--- src/rtl/vsg_pkg.sv ---
package vsg_pkg;

  localparam int unsigned CTRL_DW   = 32;
  localparam int unsigned FREE_BIT  = 0;
  localparam int unsigned SOFT_BIT  = 1;
  localparam int unsigned PEREN_BIT = 2;

  typedef enum logic [1:0] {
    ST_RUN    = 2'd0,
    ST_HPEND  = 2'd1,
    ST_HALTED = 2'd2,
    ST_RPEND  = 2'd3
  } vsg_state_e;

  function automatic logic state_gated(input vsg_state_e s);
    return (s == ST_HALTED) || (s == ST_RPEND);
  endfunction

endpackage

--- src/rtl/vsg_ctrl_reg.sv ---
module vsg_ctrl_reg
  import vsg_pkg::*;
#(
  parameter int unsigned AW        = 4,
  parameter int unsigned CTRL_ADDR = 0
) (
  input  logic               clk,
  input  logic               rst,
  input  logic               wr_en,
  input  logic [AW-1:0]      wr_addr,
  input  logic [CTRL_DW-1:0] wr_data,
  input  logic [AW-1:0]      rd_addr,
  output logic [CTRL_DW-1:0] rd_data,
  output logic               free_q,
  output logic               peren_q
);

  localparam logic [AW-1:0] SEL = AW'(CTRL_ADDR);

  logic               hit_wr;
  logic               hit_rd;
  logic [CTRL_DW-1:0] word;
  logic               unused_wr_bits;

  assign hit_wr = wr_en && (wr_addr == SEL);
  assign hit_rd = (rd_addr == SEL);
  assign unused_wr_bits = ^{wr_data[CTRL_DW-1:PEREN_BIT+1], wr_data[SOFT_BIT]};

  always_ff @(posedge clk) begin
    if (rst) begin
      free_q  <= 1'b1;
      peren_q <= 1'b0;
    end else if (hit_wr) begin
      free_q  <= wr_data[FREE_BIT];
      peren_q <= wr_data[PEREN_BIT];
    end
  end

  always_comb begin
    word            = '0;
    word[FREE_BIT]  = free_q;
    word[SOFT_BIT]  = 1'b0;
    word[PEREN_BIT] = peren_q;
  end

  always_ff @(posedge clk) begin
    if (rst) begin
      rd_data <= '0;
    end else begin
      rd_data <= hit_rd ? word : '0;
    end
  end

endmodule

--- src/rtl/vsg_susp_fsm.sv ---
module vsg_susp_fsm
  import vsg_pkg::*;
(
  input  logic clk,
  input  logic rst,
  input  logic susp_ok,
  input  logic fld_strobe,
  input  logic fld_id,
  output logic halt_nxt,
  output logic halted
);

  vsg_state_e st_q;
  vsg_state_e st_d;
  logic       hid_q;
  logic       capture;

  always_comb begin
    st_d    = st_q;
    capture = 1'b0;
    unique case (st_q)
      ST_RUN: begin
        if (susp_ok) st_d = ST_HPEND;
      end
      ST_HPEND: begin
        if (!susp_ok) begin
          st_d = ST_RUN;
        end else if (fld_strobe) begin
          st_d    = ST_HALTED;
          capture = 1'b1;
        end
      end
      ST_HALTED: begin
        if (!susp_ok) st_d = ST_RPEND;
      end
      ST_RPEND: begin
        if (susp_ok) begin
          st_d = ST_HALTED;
        end else if (fld_strobe && (fld_id == hid_q)) begin
          st_d = ST_RUN;
        end
      end
      default: st_d = ST_RUN;
    endcase
  end

  assign halt_nxt = state_gated(st_d);

  always_ff @(posedge clk) begin
    if (rst) begin
      st_q   <= ST_RUN;
      hid_q  <= 1'b0;
      halted <= 1'b0;
    end else begin
      st_q   <= st_d;
      halted <= halt_nxt;
      if (capture) hid_q <= fld_id;
    end
  end

endmodule

--- src/rtl/vsg_evt_gate.sv ---
module vsg_evt_gate #(
  parameter int unsigned NEV = 4
) (
  input  logic           clk,
  input  logic           rst,
  input  logic [NEV-1:0] evt_in,
  input  logic           pass,
  output logic [NEV-1:0] evt_out
);

  for (genvar g = 0; g < NEV; g++) begin : g_lane
    always_ff @(posedge clk) begin
      if (rst) begin
        evt_out[g] <= 1'b0;
      end else begin
        evt_out[g] <= evt_in[g] & pass;
      end
    end
  end

endmodule

--- src/rtl/vsusp_gate.sv ---
module vsusp_gate
  import vsg_pkg::*;
#(
  parameter int unsigned NEV       = 4,
  parameter int unsigned AW        = 4,
  parameter int unsigned CTRL_ADDR = 0
) (
  input  logic               clk,
  input  logic               rst,
  input  logic               wr_en,
  input  logic [AW-1:0]      wr_addr,
  input  logic [CTRL_DW-1:0] wr_data,
  input  logic [AW-1:0]      rd_addr,
  output logic [CTRL_DW-1:0] rd_data,
  input  logic               dbg_halt,
  input  logic               blk_gate,
  input  logic               fld_strobe,
  input  logic               fld_id,
  input  logic [NEV-1:0]     evt_in,
  output logic [NEV-1:0]     evt_out,
  output logic               halted
);

  logic free_q;
  logic peren_q;
  logic susp_ok;
  logic halt_nxt;
  logic pass;

  vsg_ctrl_reg #(.AW(AW), .CTRL_ADDR(CTRL_ADDR)) u_reg (
    .clk     (clk),
    .rst     (rst),
    .wr_en   (wr_en),
    .wr_addr (wr_addr),
    .wr_data (wr_data),
    .rd_addr (rd_addr),
    .rd_data (rd_data),
    .free_q  (free_q),
    .peren_q (peren_q)
  );

  assign susp_ok = dbg_halt && !free_q;

  vsg_susp_fsm u_fsm (
    .clk        (clk),
    .rst        (rst),
    .susp_ok    (susp_ok),
    .fld_strobe (fld_strobe),
    .fld_id     (fld_id),
    .halt_nxt   (halt_nxt),
    .halted     (halted)
  );

  assign pass = peren_q && !blk_gate && !halt_nxt;

  vsg_evt_gate #(.NEV(NEV)) u_gate (
    .clk     (clk),
    .rst     (rst),
    .evt_in  (evt_in),
    .pass    (pass),
    .evt_out (evt_out)
  );

endmodule

--- config.mk ---
export PLATFORM = sky130hd
export DESIGN_NAME = vsusp_gate
export DESIGN_NICKNAME = d
export VERILOG_FILES = /design/src/rtl/vsg_pkg.sv /design/src/rtl/vsg_ctrl_reg.sv /design/src/rtl/vsg_susp_fsm.sv /design/src/rtl/vsg_evt_gate.sv /design/src/rtl/vsusp_gate.sv
export SDC_FILE = /design/constraint.sdc
export NUM_CORES = 1
export LEC_CHECK = 0
export ABC_CLOCK_PERIOD_IN_PS = 1220
export BUFFER_PORTS_ARGS = -buffer_cell sky130_fd_sc_hd__buf_2
export CAP_MARGIN = 25
export CORE_MARGIN = 4
export CORE_UTILIZATION = 28
export CTS_BUF_LIST = sky130_fd_sc_hd__clkbuf_16
export DETAILED_ROUTE_END_ITERATION = 16
export PLACE_DENSITY = 0.79
export SKIP_CTS_REPAIR_TIMING = 1
export SYNTH_ARGS = -nofsm -noshare
export SYNTH_HDL_FRONTEND = slang
export SYNTH_HIERARCHICAL = 1
export SYNTH_SLANG_ARGS = --single-unit
--- constraint.sdc ---
create_clock -name clk -period 1.22 [get_ports clk]
set_clock_uncertainty 0.1 [all_clocks]
set_input_delay 0.183 -clock clk [delete_from_list [all_inputs] [get_ports clk]]
set_output_delay 0.183 -clock clk [all_outputs]
set_load 0.01 [all_outputs]
Word level (Yosys, flattened, before mapping)
Index checks and enable logic that the tools add are counted.
- mux-type cells: 10
- reductions and logical operators: 13
- eq/ne operators: 6
- bitwise logic cells: 5
- operators by type and width (operator ; number):
    2-bit 2-to-1 mux ; 6
    2-bit equality test, second input constant ; 4
    4-bit logical NOT ; 2
    2-bit one-hot mux with 4 select lines ; 1
    1-bit logical AND ; 5
    1-bit AND ; 4
    1-bit logical NOT ; 3
    1-bit 2-to-1 mux ; 3
    2-bit by 1-bit equality test with 1-bit output, second input constant ; 1
    2-bit logical NOT ; 1
    2-bit OR reduction ; 1
    1-bit equality test ; 1
    1-bit logical OR ; 1
    1-bit NOT ; 1
- flip-flop bits (word level): 42
- bits of input ports: 51

Logic depth before layout (Yosys ltp)
Gate-level depths: netlist of run 1.
- word-level depth: 10
- gate-level depth with buffers: 5
- depth with buffers taken out: 5

Cells and area by module
The synthesis of run 1 kept the hierarchy.
- by module, submodules not included (module ; instances ; cells an instance ; area an instance (µm²)):
    vsg_ctrl_reg ; 1 ; 47 ; 391.6
    vsg_susp_fsm ; 1 ; 18 ; 165.2
    vsg_evt_gate ; 1 ; 8 ; 115.1
    vsusp_gate ; 1 ; 2 ; 18.8

Worst setup path before layout of run 1
No wires, ideal clock.
- path type: register to register
- start point: register u_fsm.hid_q
- end point: register u_gate.evt_out[0]
- stages on the path, launching flop included: 6
- path slack: -0.095 ns
- buffers on the path: 0
- arrival: 1.155 ns
- path through: dfxtp_1 xor2_1 o21ai_0 nand2_1 nor3b_2 and3b_1
- cells in the longest elaborated chain, start to end: 10
- elaborated cells between the ends (all ways): 11
- classes of those cells: eq/ne: 3; mux: 3; bitwise: 1; reduce/logical: 4
- RTL lines (item ; line ; RTL):
    start: declaration ; vsg_susp_fsm.sv:15 ; logic hid_q;
    start signal: assignment ; vsg_susp_fsm.sv:57 ; if (capture) hid_q <= fld_id;
    1-bit equality test * ; vsg_susp_fsm.sv:39 ; end else if (fld_strobe && (fld_id == hid_q)) begin
    1-bit logical AND * ; vsg_susp_fsm.sv:39 ;
    2-bit 2-to-1 mux * ; vsg_susp_fsm.sv:39 ;
    2-bit 2-to-1 mux * ; vsg_susp_fsm.sv:37 ; if (susp_ok) begin
    2-bit one-hot mux with 4 select lines * ; vsg_susp_fsm.sv:21 ; unique case (st_q)
    2-bit equality test ; vsg_pkg.sv:16 ; return (s == ST_HALTED) || (s == ST_RPEND);
    1-bit logical OR * ; vsg_pkg.sv:16 ;
    via halt_nxt ; vsusp_gate.sv:27 ; logic halt_nxt;
    1-bit logical NOT * ; vsusp_gate.sv:54 ; assign pass = peren_q && !blk_gate && !halt_nxt;
    1-bit logical AND * ; vsusp_gate.sv:54 ;
    via pass ; vsusp_gate.sv:28 ; logic pass;
    1-bit AND * ; vsg_evt_gate.sv:16 ; evt_out[g] <= evt_in[g] & pass;
    end signal: indexed assignment ; vsg_evt_gate.sv:16 ;
    end: declaration ; vsg_evt_gate.sv:8 ; output logic [NEV-1:0] evt_out
The timed path passes the listed nets; every way through them passes the cells marked *.
A chain may end at the register's enable or synchronous reset.

Final worst setup path of run 1
Same ends and word-level chain as after synthesis.

==> results of run 1 <==
## where the power goes
part	switching [mW]	internal [mW]	total [mW]
Clock	0.161	0.430	0.591
Combinational	0.0660	0.0369	0.103
Sequential	0.00106	0.396	0.397
## worst max-delay path, stage by stage, from the launching register on
cell and delay [ns]:
dfxtp_2 0.32, xor2_2 0.15, o21ai_2 0.14, nand2_1 0.08
nor3b_2 0.27, and3b_1 0.20
## cells in the mapped netlist
cell type | n | area, um^2
nor2_1 | 3 | 11.3
nand2b_1 | 3 | 18.8
o21ai_0 | 2 | 10.0
conb_1 | 1 | 3.75
nand3_2 | 1 | 10.0
and2_1 | 2 | 12.5
nor3b_2 | 1 | 12.5
nand3b_1 | 1 | 7.51
nor2b_1 | 1 | 6.26
and3b_1 | 4 | 35.0
or3b_1 | 1 | 8.76
xor2_1 | 2 | 17.5
nand2_1 | 3 | 11.3
buf_4 | 30 | 225
mux2i_1 | 2 | 20.0
or4_1 | 1 | 7.51
dfxtp_1 | 12 | 240
a21oi_1 | 4 | 20.0
nor4_2 | 1 | 12.5
## cells in the final DEF (no fill, tap or decap)
| cell | n |
|---|---|
| o21ai_2 | 1 |
| and2_1 | 2 |
| nand3b_1 | 1 |
| dfxtp_2 | 2 |
| nand3_2 | 1 |
| clkbuf_16 | 3 |
| nand2_1 | 3 |
| mux2i_1 | 2 |
| nor4_2 | 1 |
| clkinv_1 | 1 |
| xor2_1 | 1 |
| buf_2 | 27 |
| or4_1 | 1 |
| a21oi_1 | 4 |
| nor2_1 | 3 |
| buf_4 | 5 |
| xor2_2 | 1 |
| or3b_1 | 1 |
| o21ai_0 | 1 |
| nand2b_1 | 3 |
| conb_1 | 30 |
| and3b_1 | 4 |
| nor2b_4 | 1 |
| nor3b_2 | 1 |
| dfxtp_1 | 10 |
## state kept, by name, summed over array words and instances (netlist names)
| signal | cells |
|---|---|
| u_fsm/halted | 1 |
| u_fsm/hid_q | 1 |
| u_fsm/st_q | 2 |
| u_gate/evt_out | 4 |
| u_reg/free_q | 1 |
| u_reg/peren_q | 1 |
| u_reg/rd_data | 2 |
## worst paths after layout
path / start / end / slack (ns)
worst max-delay path: u_fsm/hid_q$_SDFFE_PP0P_ / u_gate/evt_out[0]$_SDFF_PP0_ / -0.1
worst min-delay path: evt_in[3] / u_gate/evt_out[3]$_SDFF_PP0_ / 0.08
worst max register to register: u_fsm/hid_q$_SDFFE_PP0P_ / u_gate/evt_out[0]$_SDFF_PP0_ / -0.1
worst min register to register: u_reg/peren_q$_SDFFE_PP0P_ / u_reg/peren_q$_SDFFE_PP0P_ / 0.38
## cells by family (layout without fill, tap and decap cells)
family                 Yosys count  in the layout  share of synthesized area [%]
AO/OA/AOI/OAI                    6              6                           4.35
XOR/XNOR                         2              2                           2.54
buffers and inverters           30             36                           32.6
flip-flops                      12             12                           34.8
multiplexers                     2              2                           2.90
other                            1             30                          0.543
AND/OR/NAND/NOR                 22             22                           22.3
## routing by layer
metal  vias to the layer above  track usage (%)  part of all wire (%)
li1                        255                -                     -
met1                       239             6.17                    31
met2                        38             12.6                    51
met3                         5             2.45                    15
met4                         0             6.95                   3.3
met5                         -                0                     0
## through the flow
step | hold slack (ns) | setup TNS, ns
floorplan | 0.152 | 0
global placement | 0.323 | -0.154
detailed placement | 0.328 | -0.362
CTS | 0.0794 | -0.343
global route | 0.0885 | -0.546
finish | 0.0811 | -0.351
## final cells by class
cell class	instances	area share, %
clock inverter	1	0.426
sequential	12	27.5
timing repair buffer	32	19.6
clock buffer	3	8.51
tap	28	3.97
multi-input combinational	62	40.0
==> impl_metrics.toml, run 1 <==
[run_status]
status = "complete, but fails checks"
violations = "setup timing"

[placed_design]
placed_area_um2 = 777
place_inst = 133
place.gp.congestion = 0.704
place_ws_ns = -0.0971
port_buffers = 27
dp_hpwl_mm = 1.07

[power_and_ir_drop]
vdd_ir_drop_max_mv = 0.824
leakagePower_nw = 0.470
finalPower_mw = 1.09
powerDensity_nw_per_um2 = 1240

[final_layout]
stdcell_count = 138
multi_input_area_um2 = 353
layout-area-overhead-vs-synth_pct = 27.7
final_util_pct = 38.8
nets = 162
finish.instance_area_um2 = 882
diodes = 0
nFillCells = 216
regArea_um2 = 243
drive_gt1_share_pct = 39.1

[global_route]
track_usage_pct = 7.16
overflow = 0
grt_first_pass_wirelength_mm = 1.75
antenna_found_initial = 0
grt_pass1_vias = 449
grt_max_degree = 13

[floorplan]
ios = 88
core_area_um2 = 2280
die_area_um2 = 3330
die_h_um = 57.7
die_w_um = 57.7
row_count = 17
start_util_pct = 30.3

[synth]
netlist_instances = 75
ys_seq_elements = 12
synth_area_um2 = 691
ys_seq_area_share_pct = 34.8
ys.warnings.count = 6
ys_types = 19
avgSynthCellArea_um2 = 9.21

[sta]
final.setup.worst_slack_ns = -0.0981
slew_violations = 0
finalCritPeriodShare_pct = 108
rsz0062_at_grt = "true"
fin_crit_ns = 1.32
setup_violations = 4
max_freq_ghz = 0.759
finalHoldViolCount = 0

[cts]
cts_tree = "built"
cts.clk_slew.worst_paths_ns = 0.04
h-tree-depth = 1
clk_latency_ns = 0.24
clockBufferDepth = 2
ctsRootBufferMaster = "clkbuf_16"
cts.sinks = 12
cts-buffers-inserted = 3

[critical_path]
path_class = "reg2reg"
path_max_fanout = 4
start_kind = "flop"
arrival_ns = 1.40
worst_setup_path_end_kind = "flop"
rr_worst_depth = 5
cp.required_ns = 1.30

[min_path]
hold_path.class = "in2reg"
min_path_cells = 2

[routing]
totalWireLength_mm = 1.38
drt-pass1-iter-count = 4
drt-vias-per-instance = 3.89
routedWlPerCell_um = 10.0
drt-initial-drc-count = 5
ant_nets = 0
drc_errors = 0
num_vias = 537

[run]
drv_cap = 0
Note: power is estimated with default switching activity, not from simulation.
==> inputs of run 2 (changes only) <==
- ABC_AREA: not set -> 1
- CORE_UTILIZATION: 28 -> 29
- PLACE_DENSITY: 0.79 -> 0.87
- RECOVER_POWER: not set -> 100
==> impl_metrics.toml, run 2 <==
[run_status]
status = "completed"

[sta]
rsz0062_at_grt = "true"
max_freq_ghz = 0.825
finalCritPeriodShare_pct = 99.3
final.setup.worst_slack_ns = 0.00835
slew_violations = 0
fin_crit_ns = 1.21
setup_violations = 0
tns_ns = 0
finalHoldViolCount = 0
holdWs_ns = 0.0695

[placed_design]
place_inst = 158
place_ws_ns = -0.00934
port_buffers = 27
dp_hpwl_mm = 1.11
placed_area_um2 = 793
place.gp.congestion = 0.635

[floorplan]
die_area_um2 = 3330
start_util_pct = 31.5
die_h_um = 57.7
row_count = 17
core_area_um2 = 2280
ios = 88
die_w_um = 57.7

[final_layout]
drive_gt1_share_pct = 31.9
final_cell_mix = "conb_1 (30), buf_2 (20), nand2_1 (16)"
stdcell_count = 163
diodes = 0
regMostFlops = "u_gate/evt_out"
final_common_cell = "conb_1"
largest_reg_flops = 4
finish.instance_area_um2 = 893
final_util_pct = 39.3
layout-area-overhead-vs-synth_pct = 24.6
nets = 187
nFillCells = 250
top_regs = "u_gate/evt_out x4, u_fsm/st_q x2, u_reg/rd_data x2"

[synth]
avgSynthCellArea_um2 = 7.10
ys_seq_area_share_pct = 33.5
ys.warnings.count = 6
synth_largest_area_cell = "dfxtp_1"
ys_top_cells_by_area = "dfxtp_1 (34%), buf_4 (31%), nand2_1 (9.9%)"
synth_area_um2 = 717
synth_edf_count = 0
synth_top_area_share_pct = 33.5
netlist_top_cells_count = "buf_4 (30), nand2_1 (19), dfxtp_1 (12), nor2_1 (12), inv_1 (10)"
ys_seq_elements = 12
yosysMostFrequentCell = "buf_4"
netlist_instances = 101
async_reset_ff_share_pct = 0
ys_types = 14
synthFlopType = "dfxtp_1"

[power_and_ir_drop]
finalPower_mw = 1.10
leakagePower_nw = 0.471
powerDensity_nw_per_um2 = 1230
vdd_ir_drop_max_mv = 0.837

[critical_path]
arrival_ns = 1.29
crit_chain = "inv_2 > nand2_2 > nand3_2 > nand2_2 > nand2_1 > inv_1 > nand2_2 > nor2_4 > nand2_1 > nor2_1"
start_kind = "flop"
cp_common_cell = "nand2_2"
cp.required_ns = 1.30
path_max_fanout = 4
critPathSlowestCell = "dfxtp_2"
path_class = "reg2reg"
max_stage_delay_ns = 0.33
worst_setup_path_end_kind = "flop"

[global_route]
grt_pass1_vias = 508
track_usage_pct = 7.41
antenna_found_initial = 0
grt_first_pass_wirelength_mm = 1.87
overflow = 0
grt_max_degree = 9

[routing]
drt-initial-drc-count = 4
routedWlPerCell_um = 8.05
ant_nets = 0
drt-pass1-iter-count = 3
drc_errors = 0
num_vias = 595
drt-vias-per-instance = 3.65
totalWireLength_mm = 1.31

[run]
drv_cap = 0

[cts]
cts-buffers-inserted = 3
cts_tree = "built"
cts.clk_slew.worst_paths_ns = 0.04
clk_latency_ns = 0.24
cts.sinks = 12
clockBufferDepth = 2
ctsRootBufferMaster = "clkbuf_16"
h-tree-depth = 1

[min_path]
hold_path.class = "in2reg"
-- run 2: cells by family after synthesis --
group	after synthesis	synth area share, %
other	1	0.523
flip-flops	12	33.5
AO/OA/AOI/OAI	3	2.09
AND/OR/NAND/NOR	42	25.7
buffers and inverters	43	38.2
-- run 2: worst max-delay path, delay by kind of cell (launching register included) --
kind,cells,cell delay (ns)
buf+inv,2,0.10
flops,1,0.33
simple gates,8,0.63
-- run 2: metal layers --
layer	wire length (um)	global-route usage, %	vias to the layer above
li1	-	-	310
met1	415	6.13	256
met2	718	13.2	27
met3	149	2.90	2
met5	0	0	-
met4	29	6.95	0
-- run 2: report_power, final --
part / internal (mW) / total, mW / switching (mW)
sequential: 0.397 / 0.398 / 0.00158
clock: 0.430 / 0.592 / 0.162
combinational: 0.0318 / 0.105 / 0.0733
-- run 2: layout make-up --
class                      count  area, um^2  area share (%)
sequential                    12         243            27.2
clock buffer                   3        75.1            8.40
timing repair buffer          31         156            17.5
tap                           28        35.0            3.92
clock inverter                 1        3.75           0.420
inverter                      13        48.8            5.46
multi-input combinational     75         332            37.1
-- run 2: path summary, 6_finish.rpt --
| kind | cells past startpoint | startpoint | endpoint | slack (ns) |
|---|---|---|---|---|
| setup reg to reg | 10 | u_fsm/hid_q$_SDFFE_PP0P_ | u_gate/evt_out[2]$_SDFF_PP0_ | 0.008 |
| hold / removal | 3 | evt_in[0] | u_gate/evt_out[0]$_SDFF_PP0_ | 0.07 |
| hold reg to reg | 2 | u_reg/peren_q$_SDFFE_PP0P_ | u_reg/rd_data[2]$_SDFF_PP0_ | 0.35 |
| setup / recovery | 10 | u_fsm/hid_q$_SDFFE_PP0P_ | u_gate/evt_out[2]$_SDFF_PP0_ | 0.008 |
==> inputs of run 3 (changes only) <==
- CELL_PAD_IN_SITES_DETAIL_PLACEMENT: not set -> 0
- CELL_PAD_IN_SITES_GLOBAL_PLACEMENT: not set -> 1
- CORE_UTILIZATION: 29 -> 17
- MAX_ROUTING_LAYER: not set -> met4
- PLACE_DENSITY: 0.87 -> 0.85
==> impl_metrics.toml, run 3 (same netlist as run 2, synthesis figures left out) <==
[run_status]
status = "complete, but fails checks"
violations = "setup timing"

[sta]
final.setup.worst_slack_ns = -0.00208
holdWs_ns = 0.0680
fin_crit_ns = 1.22
tns_ns = -0.00354
setup_violations = 2
finalCritPeriodShare_pct = 100
finalHoldViolCount = 0
rsz0062_at_grt = "true"
max_freq_ghz = 0.818
slew_violations = 0

[placed_design]
place.gp.congestion = 0.784
dp_hpwl_mm = 1.17
place_ws_ns = -0.0574
port_buffers = 27

[cts]
cts-buffers-inserted = 3
cts.clk_slew.worst_paths_ns = 0.04
cts.sinks = 12
h-tree-depth = 1
clk_latency_ns = 0.24
ctsRootBufferMaster = "clkbuf_16"
cts_tree = "built"
clockBufferDepth = 2

[final_layout]
final_cell_mix = "conb_1 (30), buf_2 (20), nand2_1 (17)"
diodes = 0
nets = 187
layout-area-overhead-vs-synth_pct = 26.9
regMostFlops = "u_gate/evt_out"
final_common_cell = "conb_1"
top_regs = "u_gate/evt_out x4, u_fsm/st_q x2, u_reg/rd_data x2"
nFillCells = 455
largest_reg_flops = 4
drive_gt1_share_pct = 29.1

[power_and_ir_drop]
clockPowerShare_pct = 53.5
powerDensity_nw_per_um2 = 1190
comb_power_share_pct = 9.6
vdd_ir_drop_max_mv = 0.380
pwr-share-seq_pct = 36.9
finalPower_mw = 1.08
leakagePower_nw = 0.469
p_int_uw = 853
sw_frac_of_total_pct = 21.0
switching_power_uw = 226

[critical_path]
rr_worst_depth = 10
cp.required_ns = 1.29
critPathLaunch = "u_fsm/st_q[0]$_SDFF_PP0_"
path_class = "reg2reg"
worst_setup_path_end_kind = "flop"
start_kind = "flop"
crit-reg2reg-launch = "u_fsm/st_q[0]$_SDFF_PP0_"
arrival_ns = 1.29
path_max_fanout = 4

[routing]
drc_errors = 0
totalWireLength_mm = 1.42
drt-vias-per-instance = 3.15
routedWlPerCell_um = 7.72
ant_nets = 0
drt-initial-drc-count = 12
num_vias = 579
drt-pass1-iter-count = 3

[global_route]
overflow = 0
grt_pass1_vias = 452
antenna_found_initial = 0
grt_first_pass_wirelength_mm = 1.85
track_usage_pct = 4.90
grt_max_degree = 9

[min_path]
min_path_cells = 3
hold_path.class = "in2reg"
min_from = "evt_in[2]"

[floorplan]
die_h_um = 72.9
row_count = 23
die_w_um = 72.9
start_util_pct = 17.8
die_area_um2 = 5320
ios = 88
core_area_um2 = 4030

[run]
drv_cap = 0
run 3: cell types whose count changed in the layout (fill, tap and decap cells not counted):
cell      delta
nor2_1       +2
nor2_2       -2
clkinv_1     -1
inv_1        +1
inv_2        -1
nand2_1      +1
nand2_2      -1
run 3: power groups by stage:
stage	clock network [mW]	logic, mW	registers [mW]
after floorplan	0	0.130	0.405
after global placement	0	0.0998	0.405
after detailed placement	0	0.101	0.405
after CTS	0.596	0.101	0.398
after global routing	0.604	0.116	0.398
final	0.577	0.104	0.398
run 3: path summary, 6_finish.rpt:
kind / end / slack, ns
max: u_gate/evt_out[0]$_SDFF_PP0_ / -0.002
min: u_gate/evt_out[2]$_SDFF_PP0_ / 0.07
max reg2reg: u_gate/evt_out[0]$_SDFF_PP0_ / -0.002
min reg2reg: u_reg/rd_data[2]$_SDFF_PP0_ / 0.35
run 3: routing by layer:
| layer | routed length, um | up-vias | global-route usage, % |
|---|---|---|---|
| li1 | - | 309 | - |
| met1 | 552 | 230 | 5.42 |
| met2 | 649 | 35 | 7.21 |
| met3 | 173 | 5 | 0.826 |
| met4 | 45 | 0 | 4.92 |
| met5 | 0 | - | - |
run 3: area by class of cell:
cell class	count	area, um^2	area share (%)
flip-flops and latches	12	243	26.7
repair buffers	31	156	17.2
multi-input cells	75	324	35.6
clock buffers	3	75.1	8.25
inverters	13	48.8	5.36
well taps	50	62.6	6.88
run 3: per-stage QoR:
| stage | instances | area (um^2) | util, % |
|---|---|---|---|
| after CTS | 183 | 896 | 22.2 |
| after floorplan | 130 | 826 | - |
| after detailed placement | 180 | 821 | 20.4 |
| final | 184 | 910 | 22.6 |
| after global routing | 184 | 910 | 22.6 |
| after global placement | 180 | 821 | 20.4 |
run 3: critical path, cell delays in order (launching register included):
cell and delay (ns):
dfxtp_2 0.31, nand2_2 0.05, inv_2 0.06, nand3_2 0.08, nand2_2 0.08, nand2_1 0.05
inv_1 0.06, nand2_2 0.06, nor2_4 0.14, nand2_1 0.07, nor2_1 0.10
